File: src/rtl/adcsp_pkg.sv
package adcsp_pkg;
  localparam int RES_W       = 10;
  localparam int ADDR_W      = 4;
  localparam int FRAME_EDGES = 10;

  // capture edge polarity: rising when framing mode and strap differ
  function automatic logic capture_on_rise(input logic dsp, input logic inv);
    return dsp ^ inv;
  endfunction

  // the window opens and data launches on rising edges only in DSP framing
  function automatic logic opens_on_rise(input logic dsp);
    return dsp;
  endfunction

  // the window closes and control is handed off on the opposite polarity
  function automatic logic closes_on_rise(input logic dsp);
    return ~dsp;
  endfunction
endpackage

File: src/rtl/adcsp_sync_chain.sv
module adcsp_sync_chain #(
  parameter int W = 1,
  parameter int STAGES = 2,
  parameter logic [W-1:0] RST_VAL = '0
) (
  input  logic         clk,
  input  logic         rst_n,
  input  logic [W-1:0] din,
  output logic [W-1:0] q
);
  logic [W-1:0] stg [STAGES];

  always_ff @(posedge clk or negedge rst_n) begin
    if (!rst_n) begin
      for (int i = 0; i < STAGES; i++) stg[i] <= RST_VAL;
    end else begin
      stg[0] <= din;
      for (int i = 1; i < STAGES; i++) stg[i] <= stg[i-1];
    end
  end

  assign q = stg[STAGES-1];
endmodule

File: src/rtl/adcsp_frame_ctrl.sv
module adcsp_frame_ctrl
  import adcsp_pkg::*;
#(
  parameter int RW = RES_W,
  parameter int AW = ADDR_W,
  parameter int EDGES = FRAME_EDGES
) (
  input  logic          clk,
  input  logic          rst_n,
  input  logic          sclk_s,
  input  logic          sel_n_s,
  input  logic          sdi_s,
  input  logic          dsp,
  input  logic          inv,
  input  logic [RW-1:0] word_in,
  output logic          sdo,
  output logic          sdo_en,
  output logic [AW-1:0] chan_addr,
  output logic          chan_valid,
  output logic          samp_win,
  output logic          conv_start
);
  localparam int CW = $clog2(EDGES + 1);
  localparam logic [CW-1:0] LAST = CW'(EDGES);
  localparam logic [CW-1:0] ADDR_EDGES = CW'(AW);

  logic sclk_p, sel_p;
  always_ff @(posedge clk or negedge rst_n) begin
    if (!rst_n) begin
      sclk_p <= 1'b0;
      sel_p  <= 1'b1;
    end else begin
      sclk_p <= sclk_s;
      sel_p  <= sel_n_s;
    end
  end

  // named internal events
  logic sclk_r, sclk_f, start_evt, end_evt, in_frame;
  logic rise_evt, fall_evt, cap_rise, cap_evt, cap_take, cap_last;
  logic open_evt, hand_evt, launch_evt, abort_evt;
  logic frame_act, handed;
  logic [CW-1:0] rise_cnt, fall_cnt, cap_cnt;
  logic [RW:0] out_sh;

  assign sclk_r    = sclk_s & ~sclk_p;
  assign sclk_f    = ~sclk_s & sclk_p;
  assign start_evt = ~sel_n_s & sel_p;
  assign end_evt   = sel_n_s & ~sel_p;
  assign in_frame  = frame_act & ~end_evt;
  assign rise_evt  = in_frame & sclk_r & (rise_cnt != LAST);
  assign fall_evt  = in_frame & sclk_f & (fall_cnt != LAST);

  always_comb begin
    cap_rise = capture_on_rise(dsp, inv);
    cap_evt  = cap_rise ? rise_evt : fall_evt;
    cap_cnt  = cap_rise ? rise_cnt : fall_cnt;
    cap_take = cap_evt && (cap_cnt < ADDR_EDGES);
    cap_last = cap_take && (cap_cnt == ADDR_EDGES - 1'b1);
    open_evt = opens_on_rise(dsp) ? (rise_evt && rise_cnt == ADDR_EDGES - 1'b1)
                                  : (fall_evt && fall_cnt == ADDR_EDGES - 1'b1);
    hand_evt = ~handed && (closes_on_rise(dsp) ? (rise_evt && rise_cnt == LAST - 1'b1)
                                               : (fall_evt && fall_cnt == LAST - 1'b1));
    launch_evt = opens_on_rise(dsp) ? rise_evt : fall_evt;
    abort_evt  = end_evt & frame_act & ~handed;
  end

  always_ff @(posedge clk or negedge rst_n) begin
    if (!rst_n) begin
      frame_act  <= 1'b0;
      handed     <= 1'b0;
      rise_cnt   <= '0;
      fall_cnt   <= '0;
      samp_win   <= 1'b0;
      conv_start <= 1'b0;
      chan_addr  <= '0;
      chan_valid <= 1'b0;
      out_sh     <= '0;
    end else begin
      conv_start <= hand_evt;
      if (start_evt) begin
        frame_act  <= 1'b1;
        handed     <= 1'b0;
        rise_cnt   <= '0;
        fall_cnt   <= '0;
        samp_win   <= 1'b0;
        chan_valid <= 1'b0;
        out_sh     <= dsp ? {word_in, 1'b0} : {1'b0, word_in};
      end else if (end_evt) begin
        frame_act <= 1'b0;
        rise_cnt  <= '0;
        fall_cnt  <= '0;
        samp_win  <= 1'b0;
      end else begin
        if (rise_evt) rise_cnt <= rise_cnt + 1'b1;
        if (fall_evt) fall_cnt <= fall_cnt + 1'b1;
        if (hand_evt) begin
          handed   <= 1'b1;
          samp_win <= 1'b0;
        end else if (open_evt) begin
          samp_win <= 1'b1;
        end
        if (cap_take) chan_addr <= {chan_addr[AW-2:0], sdi_s};
        if (cap_last) chan_valid <= 1'b1;
        if (launch_evt) out_sh <= {out_sh[RW-1:0], 1'b0};
      end
    end
  end

  assign sdo    = out_sh[RW];
  assign sdo_en = frame_act;

  a_r6_handoff_closes_window: assert property (@(posedge clk) disable iff (!rst_n)
    conv_start |-> !samp_win);
  a_r5_window_inside_frame: assert property (@(posedge clk) disable iff (!rst_n)
    samp_win |-> sdo_en);
  a_r3_address_before_handoff: assert property (@(posedge clk) disable iff (!rst_n)
    conv_start |-> chan_valid);
  a_r7_abort_quiet: assert property (@(posedge clk) disable iff (!rst_n)
    abort_evt |=> (!conv_start && !samp_win && rise_cnt == '0 && fall_cnt == '0));
  a_r8_enable_follows_select: assert property (@(posedge clk) disable iff (!rst_n)
    start_evt |=> sdo_en);
endmodule

File: src/rtl/adcsp_conv_stub.sv
module adcsp_conv_stub
  import adcsp_pkg::*;
#(
  parameter int RW = RES_W,
  parameter int AW = ADDR_W,
  parameter int CONV_CYCLES = 20
) (
  input  logic            clk,
  input  logic            rst_n,
  input  logic            conv_start,
  input  logic [AW-1:0]   chan_in,
  input  logic [RW-AW-1:0] data_hi_in,
  output logic            busy,
  output logic            done,
  output logic [RW-1:0]   result_word
);
  localparam int TW = $clog2(CONV_CYCLES + 1);
  logic [TW-1:0] tmr;
  logic [AW-1:0] chan_q;

  always_ff @(posedge clk or negedge rst_n) begin
    if (!rst_n) begin
      busy        <= 1'b0;
      done        <= 1'b0;
      tmr         <= '0;
      chan_q      <= '0;
      result_word <= '0;
    end else begin
      done <= 1'b0;
      if (!busy && conv_start) begin
        busy   <= 1'b1;
        tmr    <= TW'(CONV_CYCLES - 1);
        chan_q <= chan_in;
      end else if (busy) begin
        if (tmr == '0) begin
          busy        <= 1'b0;
          done        <= 1'b1;
          result_word <= {data_hi_in, chan_q};
        end else begin
          tmr <= tmr - 1'b1;
        end
      end
    end
  end

  a_r9_start_sets_busy: assert property (@(posedge clk) disable iff (!rst_n)
    (conv_start && !busy) |=> busy);
  a_r9_done_ends_busy: assert property (@(posedge clk) disable iff (!rst_n)
    done |-> (!busy && $past(busy)));
endmodule

File: src/rtl/adcsp_top.sv
module adcsp_top
  import adcsp_pkg::*;
#(
  parameter int CONV_CYCLES = 20,
  parameter int SYNC_STAGES = 2
) (
  input  logic                  clk,
  input  logic                  rst_n,
  input  logic                  sclk_pin,
  input  logic                  sel_n_pin,
  input  logic                  sdi_pin,
  input  logic                  inv_strap,
  input  logic                  dsp_mode,
  input  logic [RES_W-ADDR_W-1:0] data_hi_in,
  output logic                  sdo,
  output logic                  sdo_en,
  output logic [ADDR_W-1:0]     chan_addr,
  output logic                  chan_valid,
  output logic                  samp_win,
  output logic                  conv_start,
  output logic                  conv_busy,
  output logic                  conv_done
);
  logic [2:0] pins_s;
  logic [RES_W-1:0] result_word;

  adcsp_sync_chain #(.W(3), .STAGES(SYNC_STAGES), .RST_VAL(3'b100)) u_sync (
    .clk  (clk),
    .rst_n(rst_n),
    .din  ({sel_n_pin, sclk_pin, sdi_pin}),
    .q    (pins_s)
  );

  adcsp_frame_ctrl #(.RW(RES_W), .AW(ADDR_W), .EDGES(FRAME_EDGES)) u_frame (
    .clk       (clk),
    .rst_n     (rst_n),
    .sclk_s    (pins_s[1]),
    .sel_n_s   (pins_s[2]),
    .sdi_s     (pins_s[0]),
    .dsp       (dsp_mode),
    .inv       (inv_strap),
    .word_in   (result_word),
    .sdo       (sdo),
    .sdo_en    (sdo_en),
    .chan_addr (chan_addr),
    .chan_valid(chan_valid),
    .samp_win  (samp_win),
    .conv_start(conv_start)
  );

  adcsp_conv_stub #(.RW(RES_W), .AW(ADDR_W), .CONV_CYCLES(CONV_CYCLES)) u_conv (
    .clk        (clk),
    .rst_n      (rst_n),
    .conv_start (conv_start),
    .chan_in    (chan_addr),
    .data_hi_in (data_hi_in),
    .busy       (conv_busy),
    .done       (conv_done),
    .result_word(result_word)
  );
endmodule

File: config.mk
export PLATFORM = sky130hd
export DESIGN_NAME = adcsp_top
export DESIGN_NICKNAME = d
export VERILOG_FILES = /design/src/rtl/adcsp_pkg.sv /design/src/rtl/adcsp_sync_chain.sv /design/src/rtl/adcsp_frame_ctrl.sv /design/src/rtl/adcsp_conv_stub.sv /design/src/rtl/adcsp_top.sv
export SDC_FILE = /design/constraint.sdc
export NUM_CORES = 1
export LEC_CHECK = 0
export BUFFER_PORTS_ARGS = -buffer_cell sky130_fd_sc_hd__buf_2
export CORE_ASPECT_RATIO = 0.8
export CORE_MARGIN = 4
export CORE_UTILIZATION = 55
export CTS_BUF_LIST = sky130_fd_sc_hd__clkbuf_8
export CTS_CLUSTER_DIAMETER = 80
export DETAILED_ROUTE_END_ITERATION = 7
export PLACE_DENSITY = 0.84
export SLEW_MARGIN = 20
export SYNTH_ARGS = -nofsm -noshare
export SYNTH_HDL_FRONTEND = slang
export SYNTH_SLANG_ARGS = --single-unit
export TNS_END_PERCENT = 1
File: constraint.sdc
create_clock -name clk -period 3.4 [get_ports clk]
set_clock_uncertainty 0.1 [all_clocks]
set_input_delay 0.34 -clock clk [delete_from_list [all_inputs] [get_ports clk]]
set_output_delay 0.34 -clock clk [all_outputs]
set_load 0.05 [all_outputs]
* After elaboration in Yosys (flattened, before gate mapping) *
Index checks and enable logic that the tools add are counted.
Widths: inputs -> output; s select.

word-level totals
  latch bits = 0
  memory bits (read-only) = 0
  register bits after elaboration = 57
  output and inout bits = 11
  memory bits (writable) = 0
  bits of input ports = 13
  memories = 0

operators by class
  reductions and logical operators = 24
  div/mod/pow operators = 0
  equality and inequality tests = 9
  mux-type cells = 36
  shifts and indexed selects = 0
  bitwise gates (word level) = 18
  multiply operators = 0
  $lt $le $gt $ge = 1
  $add $sub $neg = 3

operators by type and width
  cell                 number
  $mux 11              4
  $mux 4               7
  $mux 1               22
  $mux 5               3
  $eq 4x2->1 const B   3
  $reduce_bool 2->1    5
  $and 1x1->1          9
  $add 4x1->4 const B  2
  $eq 4x4->1 const B   2
  $logic_and 1x1->1    8
  $ne 4x4->1 const B   2
  $not 1->1            8
  $reduce_and 2->1     4
  $reduce_and 3->1     2
  $reduce_bool 3->1    2
  $logic_not 5->1      1
  $sub 5x1->5 const B  1
  $lt 4x3->1 const B   1
  $ne 2x1->1 const B   2
  $reduce_bool 4->1    1
  $logic_not 1->1      1
  $xor 1x1->1          1

* Longest topological paths before layout *
Gate-level depths: netlist of the first run.

  depth after elaboration = 12
  gate-level depth with buffers = 7
  depth with buffers taken out = 6

* Modules after synthesis *
From an unflattened synthesis of the first run, not the netlist that was laid out.

unflattened totals
  cells, all modules = 242
  area, all modules = 2720.1 um^2

modules (own cells, without submodules)
  module            instances  area an instance (um^2)  cells each
  adcsp_frame_ctrl  1          1706.6                   164
  adcsp_conv_stub   1          838.3                    69
  adcsp_sync_chain  1          175.2                    9

* Least setup slack after synthesis of the first run *
OpenSTA, ideal clock, no wires.

  path kind = reg-to-reg
  start point = register u_frame.sel_p
  end point = register u_frame.chan_addr[0]
  clock period less this slack = 2.326 ns
  data required time = 3.175 ns
  arrival time = 2.102 ns
  path slack = 1.074 ns
  setup time = 0.125 ns
  cell stages (with the launch flop) = 7
  cells stage by stage = dfstp_2 -> inv_1 -> ha_1 -> and4bb_2 -> or4b_4 -> a21boi_4 -> mux2_2

on the way
  longest elaborated chain between the ends = 9
  elaborated cells on any way between the ends = 13
  classes of those cells = mux (1); bitwise (10); reduce/logical (2)

RTL lines
  item                                         RTL line                                        RTL
  from (decl)                                  adcsp_frame_ctrl.sv:27                          logic sclk_p, sel_p;
  from (signal assigned)                       adcsp_frame_ctrl.sv:34                          sel_p <= sel_n_s;
  $not 1->1                                    adcsp_frame_ctrl.sv:49                          assign end_evt = sel_n_s & ~sel_p;
  $and 1x1->1                                  adcsp_frame_ctrl.sv:49
  $not 1->1                                    adcsp_frame_ctrl.sv:50                          assign in_frame = frame_act & ~end_evt;
  $and 1x1->1                                  adcsp_frame_ctrl.sv:50
  $and 1x1->1 (on tied branches) (2 in a row)  adcsp_frame_ctrl.sv:52, adcsp_frame_ctrl.sv:51
  $mux 1                                       adcsp_frame_ctrl.sv:56                          cap_evt = cap_rise ? rise_evt : fall_evt;
  $logic_and 1x1->1                            adcsp_frame_ctrl.sv:58                          cap_take = cap_evt && (cap_cnt < ADDR_EDGES);
  $reduce_and 3->1 (no line) *                 n/a
  to (signal assigned)                         adcsp_frame_ctrl.sv:103                         if (cap_take) chan_addr <= {chan_addr[AW-2:0], sdi_s};
  to (decl)                                    adcsp_frame_ctrl.sv:18                          output logic [AW-1:0] chan_addr,

Mark *: on every way between the ends. The rest lies on a longest branch, timed or not.
A chain may end at the register's enable or synchronous reset.

* Worst setup path after layout of the first run *
  start point = register u_frame.sel_p
  end point = register u_frame.chan_addr[1]

The elaborated chain is that of the path after synthesis.

==> flow_summary.yaml, run 1 <==
placement:
  detailed_place_hpwl_mm: 3.12
  place_worst_setup_slack_ns: 0.984
  gp_congestion: 0.890
  io_buffer_count: 23
  placed_area_mm2: 0.00280
power:
  ir_worst_vdd_v: 0.000352
  cellLeakagePower_uw: 0.00147
  power.total_uw: 1640
  power_per_cell_area_mw_per_mm2: 540
min_path:
  hold_class: "input pin to register"
floorplan:
  std_cell_rows: 22
  design.portCount: 24
  die_area_mm2: 0.00596
  core_mm2: 0.00460
  start_util: 0.573
  die_w_um: 85.4
  die_height_um: 69.9
global_routing:
  globalRoute.totalOverflow: 0
  grt_start_max_net_pins: 46
  wire_length_of_the_first_global_routing_pass_mm: 8.20
  first_global_vias: 1717
  combined_global_route_utilization_of_all_metal_layers: 0.179
  initial_antenna_violation_count: 0
cells_and_area:
  drive_above_1_share: 0.309
  antenna-diode-count: 0
  num-nets-final: 274
  area_growth_syn_to_layout_pct: 15.3
  layout.filler_cells: 355
  final_cell_area_mm2: 0.00304
  finalCoreUtilization: 0.660
critical_path:
  crit_path_end: "u_frame.chan_addr[1]$_DFFE_PN0P_"
  worstPathRequired_ns: 3.52
  worst_r2r_startpoint: "u_frame.sel_p$_DFF_PN1_"
  critical_path.reg2reg.endpoint: "u_frame.chan_addr[1]$_DFFE_PN0P_"
  worst-r2r-cell-count: 6
  reg2reg_setup_slack_ns: 0.96
  critical_path.endpoint_type: "register"
  path_max_fanout: 7
  worst_setup_path_startpoint: "u_frame.sel_p$_DFF_PN1_"
  worst-endpoint-arrival_ns: 2.56
  critical_path_class: "register to register"
  launching_element_type_of_the_critical_path: "register"
sta:
  setup_violations: 0
  tns_ns: 0
  worst_slew_pin_slew_ns: 0.922
  fin_ws_ns: 0.960
  slew_violations: 0
  post_route_minimum_period_ns: 2.44
  relSlewSlack: 0.383
  min_period_over_period: 0.718
  fmax_mhz: 410
  rsz0062_at_grt: "false"
  final_hold_viol_count: 0
route:
  drt-vias-per-instance: 5.36
  detail-route-antenna-nets: 0
  pre_antenna_drt_iters: 4
  vias: 1694
  finalWirelength_mm: 4.55
  wl_per_cell_um: 14.4
  drc: 0
  dr.first_iter.drc_count: 55
synth:
  yosys_most_used_dff: "dfrtp_1"
  synth.lib_cells_used.distinct: 40
  netlist.top_cell.by_area: "dfrtp_1"
  sequential_cell_area_fraction_in_the_yosys_report: 0.543
  post_synth_instance_area_mm2: 0.00263
  syn_nets: 242
  synth_async_sr_flop_share: 1.00
  synthesis.area_per_instance_um2: 12.0
  count_of_flip_flops_with_a_built_in_enable_after_synthesis: 0
  dominant_cell_by_count_in_the_synthesized_netlist: "dfrtp_1"
  yosysTopAreaCellShare: 0.513
  synth_top_cells_by_count: "dfrtp_1 (54), mux2_2 (28), nor2_1 (18), inv_1 (13), a21oi_1 (12)"
  ys_seq_elements: 57
  synthesis.instances: 219
  ys_warn_count: 0
  post_synth_main_area_contributors: "dfrtp_1 (51%), mux2_2 (12%), ha_1 (4.8%), mux2i_1 (3.8%), dfstp_2 (3.0%)"
clock_network:
  cts_resized: 0
  clockBufferDepth: 2
  clkSlewWorstSetupHoldPaths_ns: 0.06
  number_of_sinks_on_the_clock_net: 57
  tritoncts_clock_tree: "built"
  cts_made_buffers: 9
  clock_insertion_delay_worst_skew_ns: 0.33
  cts.root.buffer_cell: "clkbuf_8"
  cts-htree-levels: 3
run_status:
  status: "finished, final reports clean"
run:
  number_of_max_cap_violations: 0
metrics by stage:
step / hold slack [ns] / std cells
4_1_cts: 0.0815 / 315
5_1_grt: 0.119 / 316
3_3_place_gp: 0.234 / 296
6_report: 0.134 / 316
3_5_place_dp: 0.243 / 296
2_1_floorplan: -0.0556 / 219
critical path: stages (launching register included):
cell	delay (ns)
dfstp_2	0.53
inv_1	0.05
ha_1	0.21
and4bb_2	0.38
or4b_4	0.51
a21boi_4	0.20
mux2_2	0.35
metal layers:
| layer | wire length [um] | global-route usage | up-vias | part of all wire |
|---|---|---|---|---|
| met5 | 0 | 0 | - | 0 |
| met2 | 2100 | 0.256 | 24 | 0.46 |
| met3 | 196 | 0.0767 | 8 | 0.043 |
| met4 | 55 | 0.0685 | 0 | 0.012 |
| li1 | - | - | 832 | - |
| met1 | 2200 | 0.239 | 830 | 0.48 |
how the worst min path moves through the flow:
stage                                       start                           endpoint  slack (ns)  cells past startpoint
after global placement    u_sync.stg[3]$_DFF_PN0_              u_sync.q[0]$_DFF_PN0_        0.23                      0
after global routing                data_hi_in[0]  u_conv.result_word[4]$_DFFE_PN0P_        0.12                      2
after CTS                                   rst_n    u_frame.fall_cnt[0]$_DFFE_PN0P_        0.08                      1
after detailed placement  u_sync.stg[4]$_DFF_PN0_              u_sync.q[1]$_DFF_PN0_        0.24                      0
after floorplan                             rst_n              u_conv.busy$_DFF_PN0_       -0.06                      0
final                               data_hi_in[0]  u_conv.result_word[4]$_DFFE_PN0P_        0.13                      2
flip-flops by register name (all words and copies together), names as in the netlist, 3 cells and up:
name,cells
u_frame.out_sh,11
u_conv.result_word,10
u_conv.tmr,5
u_conv.chan_q,4
u_frame.chan_addr,4
u_frame.fall_cnt,4
u_frame.rise_cnt,4
u_sync.q,3
u_sync.stg,3
power breakdown:
group,internal (uW),switching [uW]
sequential,747,41.0
clock,352,257
combinational,92.9,149
logic make-up after synthesis:
group	count (synthesis)	share of synthesized area
simple gates	57	0.117
flops	57	0.543
mux	38	0.158
compound gates	28	0.0737
buf+inv	21	0.0342
fa+ha+maj	10	0.0475
xor+xnor	8	0.0266
layout by cell type, fill, tap and decap left out, types with 3 or more instances in the layout:
cell type / instances
a21oi_1: 12
buf_2: 22
buf_4: 3
clkbuf_8: 10
dfrtp_1: 54
dfstp_2: 3
dlygate4sd3_1: 4
ha_1: 10
inv_1: 14
mux2_2: 28
mux2i_1: 10
nand2_1: 10
nand3_1: 9
nand3b_1: 3
nand4_1: 4
nor2_1: 18
o21ai_0: 4
xnor2_1: 3
xor2_1: 5
timing repair:
action                    in CTS  in global routing
hold endpoints to repair       3                 41
setup buffers                  0                  0
hold buffers                   3                  1
cell type report:
| type | instances | area (um^2) | area share |
|---|---|---|---|
| Multi-Input combinational cell | 141 | 1110 | 0.366 |
| Inverter | 13 | 48.8 | 0.0161 |
| Clock buffer | 10 | 138 | 0.0453 |
| Timing Repair Buffer | 29 | 173 | 0.0569 |
| Tap cell | 60 | 75.1 | 0.0247 |
| Sequential cell | 57 | 1430 | 0.471 |
| Clock inverter | 6 | 58.8 | 0.0194 |
(Power assumes the default switching activity.)
==> run 2, diff against run 1 <==
Settings changed: ABC_AREA set to 1.
Clock period 3.4 ns to 2.31 ns, I/O delays scaled along.
==> run 2 against run 1 <==
Compared with the run above: die area up 2.1%; largest power group unchanged; power up 37%; core utilization up 0.72 points; via count up 24%; critical endpoint is now u_frame.out_sh[4]$_DFFE_PN0P_; sequential share of layout area down 1.1 points; combinational power up 29%; maximum frequency up 20%; cell count up 25%; wire length up 14%; sequential power up 39%.
==> flow_summary.yaml, run 2 <==
clock_network:
  cts_made_buffers: 9
  cts_resized: 0
  clkSlewWorstSetupHoldPaths_ns: 0.06
  clock_insertion_delay_worst_skew_ns: 0.34
  clockBufferDepth: 2
  tritoncts_clock_tree: "built"
  cts-htree-levels: 3
  cts.root.buffer_cell: "clkbuf_8"
  number_of_sinks_on_the_clock_net: 57
global_routing:
  grt_use_met1: 0.247
  use_met2: 0.294
  combined_global_route_utilization_of_all_metal_layers: 0.192
  first_global_vias: 2078
  globalRoute.totalOverflow: 0
  grt_most_used_layer: "met2"
  grt.met3_usage: 0.0768
  initial_antenna_violation_count: 0
  grt_start_max_net_pins: 30
  wire_length_of_the_first_global_routing_pass_mm: 9.12
run:
  number_of_max_cap_violations: 0
synth:
  sequential_cell_area_fraction_in_the_yosys_report: 0.531
  dominant_cell_by_count_in_the_synthesized_netlist: "nand2_1"
  post_synth_main_area_contributors: "dfrtp_1 (50%), nand2_1 (9.3%), o21ai_0 (5.4%), ha_1 (4.6%), inv_1 (4.6%)"
  post_synth_instance_area_mm2: 0.00269
  synthesis.area_per_instance_um2: 9.10
  count_of_flip_flops_with_a_built_in_enable_after_synthesis: 0
  synthesis.instances: 296
  synth_async_sr_flop_share: 1.00
  netlist.top_cell.by_area: "dfrtp_1"
  yosys_most_used_dff: "dfrtp_1"
  synth.lib_cells_used.distinct: 29
  ys_seq_elements: 57
  synth_top_cells_by_count: "nand2_1 (67), dfrtp_1 (54), inv_1 (33), o21ai_0 (29), nor2_1 (24)"
  yosysTopAreaCellShare: 0.502
  ys_warn_count: 0
  syn_nets: 319
critical_path:
  critical_path.endpoint_type: "register"
  path_common_cell: "nand2_1"
  path_max_fanout: 11
  biggest_cell_delay_along_the_critical_path_ns: 0.53
  cp.buffers_inverters: 2
  crit_path_cell_trace: "inv_1, ha_1, inv_1, nand2_2, nor2_4, nand2_2, o211ai_2, nand2_1, nand2_1, nand2_1"
  crit_path_top_delay_cell: "dfstp_2"
  launching_element_type_of_the_critical_path: "register"
  worstPathRequired_ns: 2.44
  worst-endpoint-arrival_ns: 2.17
  largest_delay_contributor_family_on_the_critical_path: "simple AND/OR/NAND/NOR gates"
  critical_path_class: "register to register"
power:
  ir_worst_vdd_v: 0.000590
  cellLeakagePower_uw: 0.00160
  power_per_cell_area_mw_per_mm2: 722
run_status:
  status: "finished, final reports clean"
placement:
  dp.cells: 376
  io_buffer_count: 23
  placed_area_mm2: 0.00288
  gp_congestion: 0.838
  detailed_place_hpwl_mm: 3.69
cells_and_area:
  layout_commonest_cell: "nand2_1"
  antenna-diode-count: 0
  drive_above_1_share: 0.199
  area_growth_syn_to_layout_pct: 15.3
  mostFrequentLayoutCells: "nand2_1 (67), dfrtp_1 (54), inv_1 (34), o21ai_0 (29), nor2_1 (24)"
  layout.filler_cells: 347
  max_flop_register: "u_frame.out_sh"
  finalNonFillerCells: 396
  num-nets-final: 354
  layout_top_registers: "u_frame.out_sh x11, u_conv.result_word x10, u_conv.tmr x5"
  final_cell_area_mm2: 0.00311
  largest_register_ffs: 11
sta:
  worst_slew_pin_slew_ns: 0.637
  slew_violations: 0
  setup_violations: 0
  post_route_minimum_period_ns: 2.04
  fmax_mhz: 490
  final_hold_viol_count: 0
  min_period_over_period: 0.883
  final.hold.worst_slack_ns: 0.0216
  rsz0062_at_grt: "false"
  tns_ns: 0
  relSlewSlack: 0.576
route:
  detail-route-antenna-nets: 0
  vias: 2097
  dr.first_iter.drc_count: 169
  wl_per_cell_um: 13.1
  drt-vias-per-instance: 5.30
  finalWirelength_mm: 5.19
  pre_antenna_drt_iters: 4
  drc: 0
floorplan:
  std_cell_rows: 22
  start_util: 0.579
  die_height_um: 70.6
  die_w_um: 86.2
  core_mm2: 0.00465
  die_area_mm2: 0.00609
  design.portCount: 24
min_path:
  hold_class: "input pin to register"
## run 2: cell types whose count changed after synthesis, sizes merged, moves of 4 or more
cell | before | now
a21oi | 12 | 8
inv | 13 | 33
mux2 | 28 | 11
mux2i | 10 | 0
nand2 | 10 | 72
nand3 | 9 | 21
nor2 | 18 | 26
nor3 | 1 | 6
o21ai | 4 | 33
## run 2: logic make-up (layout without fill, tap and decap cells)
group,after synthesis,in the layout,synth area share
flops,57,57,0.531
buf+inv,41,81,0.0650
fa+ha+maj,10,10,0.0464
compound gates,45,45,0.0901
simple gates,128,128,0.206
mux,11,11,0.0460
xor+xnor,4,4,0.0158
## run 2: what timing repair did
action	4_1_cts	5_1_grt
hold buffers	4	0
buffers inserted	0	0
hold endpoints to repair	29	0
## run 2: power breakdown
group | internal, uW | switching, uW | total [uW]
Sequential | 1060 | 41.5 | 1100
Clock | 440 | 389 | 829
Combinational | 88.7 | 222 | 311
Total | 1590 | 652 | 2240
## run 2: layer usage
layer  wire [um]  up-vias
li1            -     1034
met1        2410      997
met2        2410       60
met3         320        6
met4          48        0
met5           0        -
## run 2: cell type report
cell class / instances / area, um^2 / area share
inverters: 33 / 124 / 0.0399
flip-flops and latches: 57 / 1430 / 0.461
clock buffers: 11 / 151 / 0.0488
multi-input cells: 198 / 1090 / 0.351
well taps: 60 / 75.1 / 0.0242
repair buffers: 32 / 205 / 0.0661
clock inverters: 5 / 31.3 / 0.0101
## run 2: worst paths after layout
kind                       cells after the start               startpoint  slack (ns)                                end
max                                           10  u_frame.sel_p$_DFF_PN1_        0.27      u_frame.out_sh[4]$_DFFE_PN0P_
min                                            2            data_hi_in[2]        0.02  u_conv.result_word[6]$_DFFE_PN0P_
max reg2reg                                   10  u_frame.sel_p$_DFF_PN1_        0.27      u_frame.out_sh[4]$_DFFE_PN0P_
min reg2reg                                    0  u_sync.stg[5]$_DFF_PN1_        0.25              u_sync.q[2]$_DFF_PN1_
max in group asynchronous                      3                    rst_n        1.12            u_frame.sel_p$_DFF_PN1_
min in group asynchronous                      2                    rst_n        0.35            u_sync.stg[3]$_DFF_PN0_
## run 2: per-stage QoR
step            util  setup WS [ns]  total power (uW)
2_1_floorplan      -          0.519              1330
3_3_place_gp   0.620          0.339              1410
3_5_place_dp   0.620          0.292              1430
4_1_cts        0.668          0.279              2270
5_1_grt        0.668         0.0753              2360
6_report       0.668          0.271              2240
